File: src/rtl/rzrx_pkg.sv
package rzrx_pkg;

    localparam int WORD_BITS_DEF = 32;
    localparam int GAP_BITS      = 4;

    typedef enum logic [1:0] {
        ST_HUNT     = 2'd0,
        ST_RECV     = 2'd1,
        ST_WAIT_GAP = 2'd2
    } rx_state_e;

    typedef enum logic [1:0] {
        LVL_NULL = 2'd0,
        LVL_ZERO = 2'd1,
        LVL_ONE  = 2'd2,
        LVL_BOTH = 2'd3
    } line_lvl_e;

    typedef struct packed {
        logic short_err;
        logic line_err;
        logic gap_err;
    } rx_err_t;

    function automatic line_lvl_e line_level(input logic one_hi, input logic zero_hi);
        line_lvl_e lvl;
        unique case ({one_hi, zero_hi})
            2'b00:   lvl = LVL_NULL;
            2'b01:   lvl = LVL_ZERO;
            2'b10:   lvl = LVL_ONE;
            default: lvl = LVL_BOTH;
        endcase
        return lvl;
    endfunction

endpackage

File: src/rtl/rzrx_deglitch.sv
module rzrx_deglitch #(
    parameter int STABLE_CLKS = 4
) (
    input  logic clk,
    input  logic rst,
    input  logic raw_in,
    output logic filt_out
);
    localparam int CW = (STABLE_CLKS < 2) ? 1 : $clog2(STABLE_CLKS);
    localparam logic [CW-1:0] RUN_LAST = CW'(STABLE_CLKS - 1);

    logic [1:0]    sync_q;
    logic          filt_q;
    logic [CW-1:0] run_q;

    always_ff @(posedge clk) begin
        if (rst) begin
            sync_q <= '0;
            filt_q <= 1'b0;
            run_q  <= '0;
        end else begin
            sync_q <= {sync_q[0], raw_in};
            if (sync_q[1] == filt_q) begin
                run_q <= '0;
            end else if (run_q == RUN_LAST) begin
                filt_q <= sync_q[1];
                run_q  <= '0;
            end else begin
                run_q <= run_q + 1'b1;
            end
        end
    end

    assign filt_out = filt_q;
endmodule

File: src/rtl/rzrx_edge_class.sv
module rzrx_edge_class
    import rzrx_pkg::*;
(
    input  logic clk,
    input  logic rst,
    input  logic filt_one,
    input  logic filt_zero,
    output logic bit_strobe,
    output logic bit_value,
    output logic clash_strobe,
    output logic line_null
);
    logic      prev_one_q;
    logic      prev_zero_q;
    line_lvl_e lvl;

    always_ff @(posedge clk) begin
        if (rst) begin
            prev_one_q  <= 1'b0;
            prev_zero_q <= 1'b0;
        end else begin
            prev_one_q  <= filt_one;
            prev_zero_q <= filt_zero;
        end
    end

    always_comb begin
        lvl          = line_level(filt_one, filt_zero);
        bit_strobe   = ((lvl == LVL_ONE)  && !prev_one_q) ||
                       ((lvl == LVL_ZERO) && !prev_zero_q);
        bit_value    = (lvl == LVL_ONE);
        clash_strobe = (lvl == LVL_BOTH) && !(prev_one_q && prev_zero_q);
        line_null    = (lvl == LVL_NULL);
    end
endmodule

File: src/rtl/rzrx_null_timer.sv
module rzrx_null_timer
    import rzrx_pkg::*;
#(
    parameter int FAST_BIT_CLKS = 500,
    parameter int SLOW_FACTOR   = 8
) (
    input  logic clk,
    input  logic rst,
    input  logic rate_slow,
    input  logic line_null,
    output logic gap_ok,
    output logic overlong
);
    localparam int SLOW_BIT_CLKS = FAST_BIT_CLKS * SLOW_FACTOR;
    localparam int SAT_CLKS      = GAP_BITS * SLOW_BIT_CLKS;
    localparam int CW            = $clog2(SAT_CLKS + 1);

    localparam logic [CW-1:0] SAT_V       = CW'(SAT_CLKS);
    localparam logic [CW-1:0] GAP_FAST    = CW'(GAP_BITS * FAST_BIT_CLKS);
    localparam logic [CW-1:0] GAP_SLOW    = CW'(GAP_BITS * SLOW_BIT_CLKS);
    localparam logic [CW-1:0] ABORT_FAST  = CW'(FAST_BIT_CLKS + FAST_BIT_CLKS / 2);
    localparam logic [CW-1:0] ABORT_SLOW  = CW'(SLOW_BIT_CLKS + SLOW_BIT_CLKS / 2);

    logic [CW-1:0] null_q;
    logic [CW-1:0] gap_thr;
    logic [CW-1:0] abort_thr;

    always_ff @(posedge clk) begin
        if (rst) begin
            null_q <= '0;
        end else if (!line_null) begin
            null_q <= '0;
        end else if (null_q != SAT_V) begin
            null_q <= null_q + 1'b1;
        end
    end

    always_comb begin
        gap_thr   = rate_slow ? GAP_SLOW   : GAP_FAST;
        abort_thr = rate_slow ? ABORT_SLOW : ABORT_FAST;
        gap_ok    = (null_q >= gap_thr);
        overlong  = (null_q >= abort_thr);
    end
endmodule

File: src/rtl/rzrx_framer.sv
module rzrx_framer
    import rzrx_pkg::*;
#(
    parameter int WORD_BITS = WORD_BITS_DEF
) (
    input  logic                 clk,
    input  logic                 rst,
    input  logic                 enable,
    input  logic                 bit_strobe,
    input  logic                 bit_value,
    input  logic                 clash_strobe,
    input  logic                 gap_ok,
    input  logic                 overlong,
    output logic [WORD_BITS-1:0] word_q,
    output logic                 valid_q,
    output logic                 parity_q,
    output rx_err_t              err_q
);
    localparam int CNT_W = $clog2(WORD_BITS + 1);
    localparam logic [CNT_W-1:0] LAST_IDX = CNT_W'(WORD_BITS - 1);

    rx_state_e            st_q, st_d;
    logic [WORD_BITS-1:0] sh_q, sh_d;
    logic [CNT_W-1:0]     cnt_q, cnt_d;
    logic                 done;
    rx_err_t              err_d;

    always_comb begin
        st_d  = st_q;
        sh_d  = sh_q;
        cnt_d = cnt_q;
        done  = 1'b0;
        err_d = '0;
        if (!enable) begin
            st_d = ST_HUNT;
        end else if (clash_strobe) begin
            err_d.line_err = 1'b1;
            st_d           = ST_HUNT;
        end else begin
            unique case (st_q)
                ST_HUNT: begin
                    if (bit_strobe && gap_ok) begin
                        sh_d  = {bit_value, {(WORD_BITS-1){1'b0}}};
                        cnt_d = CNT_W'(1);
                        st_d  = ST_RECV;
                    end
                end
                ST_RECV: begin
                    if (bit_strobe) begin
                        sh_d  = {bit_value, sh_q[WORD_BITS-1:1]};
                        cnt_d = cnt_q + 1'b1;
                        if (cnt_q == LAST_IDX) begin
                            done = 1'b1;
                            st_d = ST_WAIT_GAP;
                        end
                    end else if (overlong) begin
                        err_d.short_err = 1'b1;
                        st_d            = ST_HUNT;
                    end
                end
                ST_WAIT_GAP: begin
                    if (bit_strobe) begin
                        if (gap_ok) begin
                            sh_d  = {bit_value, {(WORD_BITS-1){1'b0}}};
                            cnt_d = CNT_W'(1);
                            st_d  = ST_RECV;
                        end else begin
                            err_d.gap_err = 1'b1;
                        end
                    end
                end
                default: st_d = ST_HUNT;
            endcase
        end
    end

    always_ff @(posedge clk) begin
        if (rst) begin
            st_q     <= ST_HUNT;
            sh_q     <= '0;
            cnt_q    <= '0;
            word_q   <= '0;
            valid_q  <= 1'b0;
            parity_q <= 1'b0;
            err_q    <= '0;
        end else begin
            st_q    <= st_d;
            sh_q    <= sh_d;
            cnt_q   <= cnt_d;
            valid_q <= done;
            err_q   <= err_d;
            if (done) begin
                word_q   <= sh_d;
                parity_q <= ^sh_d;
            end else begin
                parity_q <= 1'b0;
            end
        end
    end
endmodule

File: src/rtl/rz_word_rx.sv
module rz_word_rx
    import rzrx_pkg::*;
#(
    parameter int WORD_BITS     = WORD_BITS_DEF,
    parameter int FAST_BIT_CLKS = 500,
    parameter int SLOW_FACTOR   = 8,
    parameter int FILTER_CLKS   = 4
) (
    input  logic                 clk,
    input  logic                 rst,
    input  logic                 enable,
    input  logic                 rate_slow,
    input  logic                 line_one,
    input  logic                 line_zero,
    output logic [WORD_BITS-1:0] word_data,
    output logic                 word_valid,
    output logic                 parity_ok,
    output logic                 err_short,
    output logic                 err_line,
    output logic                 err_gap
);
    logic [1:0] raw_lines;
    logic [1:0] filt_lines;
    logic       bit_strobe, bit_value, clash_strobe, line_null;
    logic       gap_ok, overlong;
    rx_err_t    errs;

    assign raw_lines = {line_one, line_zero};

    for (genvar g = 0; g < 2; g++) begin : g_line
        rzrx_deglitch #(.STABLE_CLKS(FILTER_CLKS)) u_dg (
            .clk     (clk),
            .rst     (rst),
            .raw_in  (raw_lines[g]),
            .filt_out(filt_lines[g])
        );
    end

    rzrx_edge_class u_edge (
        .clk         (clk),
        .rst         (rst),
        .filt_one    (filt_lines[1]),
        .filt_zero   (filt_lines[0]),
        .bit_strobe  (bit_strobe),
        .bit_value   (bit_value),
        .clash_strobe(clash_strobe),
        .line_null   (line_null)
    );

    rzrx_null_timer #(
        .FAST_BIT_CLKS(FAST_BIT_CLKS),
        .SLOW_FACTOR  (SLOW_FACTOR)
    ) u_null (
        .clk      (clk),
        .rst      (rst),
        .rate_slow(rate_slow),
        .line_null(line_null),
        .gap_ok   (gap_ok),
        .overlong (overlong)
    );

    rzrx_framer #(.WORD_BITS(WORD_BITS)) u_frame (
        .clk         (clk),
        .rst         (rst),
        .enable      (enable),
        .bit_strobe  (bit_strobe),
        .bit_value   (bit_value),
        .clash_strobe(clash_strobe),
        .gap_ok      (gap_ok),
        .overlong    (overlong),
        .word_q      (word_data),
        .valid_q     (word_valid),
        .parity_q    (parity_ok),
        .err_q       (errs)
    );

    assign err_short = errs.short_err;
    assign err_line  = errs.line_err;
    assign err_gap   = errs.gap_err;
endmodule

File: config.mk
export PLATFORM = sky130hd
export DESIGN_NAME = rz_word_rx
export DESIGN_NICKNAME = d
export VERILOG_FILES = /design/src/rtl/rzrx_pkg.sv /design/src/rtl/rzrx_deglitch.sv /design/src/rtl/rzrx_edge_class.sv /design/src/rtl/rzrx_null_timer.sv /design/src/rtl/rzrx_framer.sv /design/src/rtl/rz_word_rx.sv
export SDC_FILE = /design/constraint.sdc
export NUM_CORES = 1
export LEC_CHECK = 0
export ABC_CLOCK_PERIOD_IN_PS = 7100
export BUFFER_PORTS_ARGS = -buffer_cell sky130_fd_sc_hd__buf_2
export CORE_MARGIN = 2
export CORE_UTILIZATION = 30
export CTS_CLUSTER_SIZE = 14
export DETAILED_ROUTE_END_ITERATION = 10
export PLACE_DENSITY = 0.49
export SYNTH_ARGS = -nofsm -noshare
export SYNTH_HDL_FRONTEND = slang
export SYNTH_SLANG_ARGS = --single-unit
File: constraint.sdc
create_clock -name clk -period 7.1 [get_ports clk]
set_input_delay 1.42 -clock clk [delete_from_list [all_inputs] [get_ports clk]]
set_output_delay 1.42 -clock clk [all_outputs]
set_load 0.01 [all_outputs]
==> results.sh, run 1 <==
export IMPL_drtAntennaViolNets=0
export IMPL_netlist_instances=560
export IMPL_fin_util_pct=35.2
export IMPL_grt_max_degree=66
export IMPL_rr_worst_depth=11
export IMPL_ys_top_cells_by_area="dfxtp_1 44%, nand2_1 9.3%, a21oi_1 7.5%, xnor2_1 7.0%, ha_1 4.8%"
export IMPL_yosys_warnings=0
export IMPL_synth_nets=584
export IMPL_path_class="input port to register"
export IMPL_drcViolationCount=0
export IMPL_dr_wl_met2_um=4440
export IMPL_max_vdd_ir_drop_mv=0.117
export IMPL_grt_pass1_vias=3466
export IMPL_synth_top_area_share_pct=43.6
export IMPL_tightest_slew_ns=1.08
export IMPL_first_iter_violations=173
export IMPL_dieArea_um2=16800
export IMPL_cts_resized=0
export IMPL_die_y_um=130
export IMPL_drive_gt1_share_pct=12.4
export IMPL_syn_cell_area_um2=4730
export IMPL_max_cap_viol_count=0
export IMPL_finalSetupViolCount=0
export IMPL_crit_path_end_kind="register"
export IMPL_clk_path_buf_depth=2
export IMPL_grt_use_total_pct=13.4
export IMPL_clkSlewWorstSetupHoldPaths_ns=0.07
export IMPL_hold_buffers=0
export IMPL_insertion_delay_ns=0.35
export IMPL_nNetsFinal=611
export IMPL_fin_setup_tns_ns=0
export IMPL_rsz0062_at_grt="false"
export IMPL_postCtsSetupRepairBufs=0
export IMPL_critPathLaunchType="input port"
export IMPL_crit_fanout=19
export IMPL_cts_root_buf="clkbuf_16"
export IMPL_synthArstFlopShare_pct=0
export IMPL_ys_seq_elements=103
export IMPL_slew_headroom_pct=27.9
export IMPL_cts_tree="yes"
export IMPL_antenna_cells=0
export IMPL_antenna_found_initial=0
export IMPL_grt_overflow=0
export IMPL_synth_edf_count=0
export IMPL_grt_pass1_wl_um=17700
export IMPL_slew_violations=0
export IMPL_h_tree_depth=3
export IMPL_dr_wl_met3_um=422
export IMPL_min_period_ns=4.22
export IMPL_vias=3761
export IMPL_vias_per_cell=4.69
export IMPL_critical_path_arrival_ns=4.50
export IMPL_p_leak_nw=1.99
export IMPL_numCtsBuffers=9
export IMPL_syn_area_per_cell_um2=8.45
export IMPL_wirelength_um=10600
export IMPL_required_ns=7.39
export IMPL_numPortBuffers=42
export IMPL_firstDrtPassIters=4
export IMPL_worstReg2RegEnd="u_frame.parity_q"
export IMPL_drt_met1_wl_um=5510
export IMPL_status="completed"
export IMPL_ys_flop_type="dfxtp_1"
export IMPL_wl_per_cell_um=13.2
export IMPL_synth_commonest_cells="117 x nand2_1, 103 x dfxtp_1, 71 x a21oi_1"
export IMPL_synthDistinctLibCells=49
export IMPL_startpoint="rate_slow"
export IMPL_reg2reg_from="g_line[1].u_dg.filt_out"
export IMPL_r2r_slack_ns=3.79
export IMPL_dp_hpwl_um=7030
export IMPL_whs_ns=0.418
export IMPL_core_area_um2=15300
export IMPL_fin_crit_sh_pct=59.4
export IMPL_area_growth_syn_to_layout_pct=14.1
export IMPL_max_freq_mhz=237
export IMPL_hold_viol=0
export IMPL_highest_layer="met4"
export IMPL_gp_congestion=0.820
export IMPL_seq_area_frac_synth_pct=43.6
export IMPL_finalClockSkew_ns=0.00993
export IMPL_synth_top_area_cell="dfxtp_1"
export IMPL_worstSetupEndpoint="u_frame.parity_q"
export IMPL_clkSinkCount=103
export IMPL_hold_class="register to register"
export IMPL_num_io_pins=43
export IMPL_powerDensity_nw_per_um2=206
export IMPL_rows=45
export IMPL_die_w_um=130
export IMPL_floorplan_initialDensity_pct=30.9
export IMPL_synth_most_common_cell="nand2_1"
cell type report:
cell class | instances | area [um^2]
Fill cell | 1634 | 9920
Multi-Input combinational cell | 419 | 2510
Sequential cell | 103 | 2060
Tap cell | 211 | 264
Timing Repair Buffer | 45 | 233
Clock buffer | 9 | 225
Clock inverter | 6 | 70.1
Inverter | 9 | 33.8
cell usage in the layout, fill, tap and decap left out, types with 4 or more instances in the layout:
master,instances
a21oi_1,71
a22oi_1,13
and3_1,7
buf_2,42
clkbuf_16,9
dfxtp_1,103
ha_1,18
inv_1,9
mux2i_1,5
nand2_1,117
nand2b_1,5
nand3_1,11
nand3b_1,4
nor2_1,49
nor2b_1,8
o21ai_0,7
o22ai_1,4
or3_1,6
xnor2_1,38
xor2_1,13
per-stage QoR:
stage          area, um^2  power [W]  instances  setup WS [ns]
2_1_floorplan        4730   0.000616        560           3.11
3_3_place_gp         5100   0.000624        787           2.58
3_5_place_dp         5100   0.000625        787           2.51
4_1_cts              5400    0.00113        802           2.88
5_1_grt              5400    0.00116        802           2.65
6_report             5400    0.00111        802           2.88
state kept, by name, summed over array words and instances, names as in the netlist:
| name | flops |
|---|---|
| u_frame.sh_q | 32 |
| u_frame.word_q | 32 |
| u_null.null_q | 14 |
| u_frame.cnt_q | 6 |
| g_line.u_dg.run_q | 4 |
| g_line.u_dg.sync_q | 4 |
| u_frame.err_q | 3 |
| g_line.u_dg.filt_out | 2 |
| u_frame.st_q | 2 |
| u_edge.prev_one_q | 1 |
| u_edge.prev_zero_q | 1 |
| u_frame.parity_q | 1 |
| u_frame.valid_q | 1 |
critical path: stages:
cell	delay [ns]
buf_2	0.14
inv_1	0.23
ha_1	0.32
a21o_1	0.17
a21oi_1	0.12
o21ai_1	0.10
or2_1	0.30
a31oi_2	0.72
nand2_1	0.16
a21oi_1	0.20
xnor2_1	0.16
xnor3_1	0.34
nor3_2	0.10
report_power, final:
group	total (W)	switching (W)	leakage, nW	internal [W]
sequential	0.000583	0.00000283	0.831	0.000580
clock	0.000500	0.000226	0.146	0.000275
combinational	0.0000279	0.0000190	1.01	0.00000888
per-layer routing:
| metal | vias to the layer above | GRT usage (%) |
|---|---|---|
| met5 | - | 0 |
| met4 | 0 | 6.07 |
| met3 | 13 | 2.52 |
| met2 | 69 | 19.2 |
| met1 | 1729 | 19.4 |
| li1 | 1950 | - |
how the worst min path moves through the flow:
| stage | startpoint | endpoint | slack (ns) | cells after the start |
|---|---|---|---|---|
| detailed placement | g_line[1].u_dg.run_q[0] | g_line[1].u_dg.run_q[0] | 0.41 | 1 |
| CTS | g_line[0].u_dg.run_q[0] | g_line[0].u_dg.run_q[0] | 0.42 | 1 |
| global route | g_line[1].u_dg.run_q[0] | g_line[1].u_dg.run_q[0] | 0.43 | 1 |
| global placement | g_line[0].u_dg.run_q[0] | g_line[0].u_dg.run_q[0] | 0.40 | 1 |
| floorplan | g_line[0].u_dg.run_q[0] | g_line[0].u_dg.run_q[0] | 0.40 | 1 |
| finish | g_line[0].u_dg.run_q[0] | g_line[0].u_dg.run_q[0] | 0.42 | 1 |
cells by family after synthesis:
family                   after synthesis  share of synthesized area, %
XOR/XNOR                              54                          10.9
adder cells (fa/ha/maj)               18                          4.76
multiplexers                           5                          1.06
flip-flops                           103                          43.6
AND/OR/NAND/NOR                      225                          21.3
buffers and inverters                 38                          3.33
AO/OA/AOI/OAI                        117                          15.1
(Power assumes the default switching activity.)
==> run 2, diff against run 1 <==
--- a/config.mk
+++ b/config.mk
@@ -5,13 +5,13 @@
 export SDC_FILE = /design/constraint.sdc
 export NUM_CORES = 1
 export LEC_CHECK = 0
-export ABC_CLOCK_PERIOD_IN_PS = 7100
+export ABC_CLOCK_PERIOD_IN_PS = 3500
 export BUFFER_PORTS_ARGS = -buffer_cell sky130_fd_sc_hd__buf_2
 export CORE_MARGIN = 2
 export CORE_UTILIZATION = 30
 export CTS_CLUSTER_SIZE = 14
 export DETAILED_ROUTE_END_ITERATION = 10
-export PLACE_DENSITY = 0.49
+export PLACE_DENSITY = 0.51
 export SYNTH_ARGS = -nofsm -noshare
 export SYNTH_HDL_FRONTEND = slang
 export SYNTH_SLANG_ARGS = --single-unit
==> constraint.sdc (replaced) <==
create_clock -name clk -period 3.5 [get_ports clk]
set_input_delay 0.7 -clock clk [delete_from_list [all_inputs] [get_ports clk]]
set_output_delay 0.7 -clock clk [all_outputs]
set_load 0.01 [all_outputs]
==> run 2 against run 1 <==
  * Register-to-register slack worse by 3.4 ns
  * Largest cell class unchanged
  * Largest power group unchanged
  * Highest routed layer unchanged
  * Combinational power increased by 110%
  * Global-route usage grew 0.29 points
  * Die area is the same
  * Critical endpoint unchanged
  * Critical path depth unchanged
==> results.sh, run 2 (synthesis results as in run 1) <==
export IMPL_grt_overflow=0
export IMPL_gp_congestion=0.791
export IMPL_r2r_slack_ns=0.44
export IMPL_path_class="input port to register"
export IMPL_max_freq_mhz=320
export IMPL_dp_cells=802
export IMPL_rsz0062_at_grt="false"
export IMPL_grt_max_degree=38
export IMPL_mostFrequentLayoutCells="117 x nand2_1, 103 x dfxtp_1, 71 x a21oi_1, 49 x nor2_1, 42 x buf_2"
export IMPL_core_area_um2=15300
export IMPL_crit_fanout=7
export IMPL_wl_per_cell_um=13.2
export IMPL_hp_start="g_line[0].u_dg.run_q[0]"
export IMPL_num_io_pins=43
export IMPL_cts_resized=0
export IMPL_rr_worst_depth=10
export IMPL_post_dp_cell_area_um2=5220
export IMPL_hold_viol=0
export IMPL_h_tree_depth=3
export IMPL_grt_use_total_pct=13.7
export IMPL_reg_top3="u_frame.sh_q (32), u_frame.word_q (32), u_null.null_q (14)"
export IMPL_firstDrtPassIters=4
export IMPL_wirelength_um=10800
export IMPL_p_total_w=0.00223
export IMPL_nFillCells=1606
export IMPL_grt_pass1_wl_um=18300
export IMPL_cpMaxStageDelayCell="xnor3_1"
export IMPL_rows=45
export IMPL_vias=3816
export IMPL_numPortBuffers=42
export IMPL_max_vdd_ir_drop_mv=0.225
export IMPL_powerDensity_nw_per_um2=405
export IMPL_critical_path_arrival_ns=3.35
export IMPL_insertion_delay_ns=0.35
export IMPL_fin_setup_tns_ns=0
export IMPL_nNetsFinal=626
export IMPL_p_leak_nw=2.06
export IMPL_drive_gt1_share_pct=14.7
export IMPL_worstReg2RegEnd="u_frame.parity_q"
export IMPL_cts_root_buf="clkbuf_16"
export IMPL_dp_hpwl_um=7490
export IMPL_finalClockSkew_ns=0.00883
export IMPL_drtAntennaViolNets=0
export IMPL_critPathMaxStageDelay_ns=0.39
export IMPL_fin_crit_sh_pct=89.2
export IMPL_postCtsSetupRepairBufs=0
export IMPL_status="completed"
export IMPL_clkSlewWorstSetupHoldPaths_ns=0.07
export IMPL_critPathLaunchType="input port"
export IMPL_vias_per_cell=4.67
export IMPL_postLayoutCellArea_um2=5510
export IMPL_max_cap_viol_count=0
export IMPL_crit_path_end_kind="register"
export IMPL_area_growth_syn_to_layout_pct=16.4
export IMPL_hold_class="register to register"
export IMPL_slew_violations=0
export IMPL_reg2reg_from="g_line[1].u_dg.filt_out"
export IMPL_final_common_cell="nand2_1"
export IMPL_clk_path_buf_depth=2
export IMPL_dieArea_um2=16800
export IMPL_cts_tree="yes"
export IMPL_hold_buffers=0
export IMPL_die_y_um=130
export IMPL_tightest_slew_ns=0.581
export IMPL_drcViolationCount=0
export IMPL_whs_endpoint="g_line[0].u_dg.run_q[0]"
export IMPL_floorplan_initialDensity_pct=30.9
export IMPL_antenna_found_initial=0
export IMPL_cp_common_cell="xnor3_1"
export IMPL_stdcell_count=818
export IMPL_first_iter_violations=253
export IMPL_holdPathStages=1
export IMPL_slew_headroom_pct=61.2
export IMPL_cp_cell_sequence="buf_2 > inv_1 > ha_1 > a21o_1 > a21oi_1 > o21ai_1 > or2_1 > a221oi_1 > a211oi_2 > xnor2_1 > xnor3_1 > xnor3_1 > nor3_2"
export IMPL_numCtsBuffers=9
export IMPL_die_w_um=130
export IMPL_antenna_cells=0
export IMPL_grt_pass1_vias=3703
export IMPL_finalSetupViolCount=0
export IMPL_min_period_ns=3.12
export IMPL_required_ns=3.73
export IMPL_clkSinkCount=103
-- run 2: layout make-up --
type	count	area [um^2]	area share, %
clock inverters	5	38.8	0.704
clock buffers	11	253	4.59
flip-flops and latches	103	2060	37.4
well taps	211	264	4.79
multi-input cells	419	2510	45.6
repair buffers	60	345	6.27
inverters	9	33.8	0.613
-- run 2: report_power, final --
part | total (W) | internal (W) | switching [W]
clock network | 0.000987 | 0.000527 | 0.000460
registers | 0.00118 | 0.00118 | 0.00000549
logic | 0.0000599 | 0.0000208 | 0.0000392
-- run 2: per-layer routing --
metal	vias to the layer above	part of all wire, %	GRT usage (%)
met1	1769	52	19.0
met2	64	43	20.8
li1	1969	-	-
met4	0	1.9	5.95
met5	-	0	0
met3	14	3.9	2.52
-- run 2: stage by stage --
step / setup slack (ns) / hold slack [ns] / utilization [%]
after floorplan: 0.225 / 0.397 / -
after global placement: 0.0273 / 0.404 / 34.1
after detailed placement: 0.0138 / 0.413 / 34.1
after CTS: 0.383 / 0.426 / 36.0
after global routing: 0.148 / 0.446 / 36.0
final: 0.378 / 0.426 / 36.0
-- run 2: critical path: cells and delay by family --
kind                       cells  cell delay [ns]
AOI/OAI and AO/OA              5             0.80
buffers and inverters          2             0.30
adders and majority gates      1             0.30
and+or+nand+nor                2             0.29
xor gates and xnor gates       3             0.95
-- run 2: worst max path at each step --
stage,start,to
CTS,rate_slow,u_frame.parity_q
global placement,rate_slow,u_frame.parity_q
detailed placement,rate_slow,u_frame.parity_q
floorplan,rate_slow,u_frame.parity_q
global route,g_line[1].u_dg.filt_out,u_frame.parity_q
finish,rate_slow,u_frame.parity_q
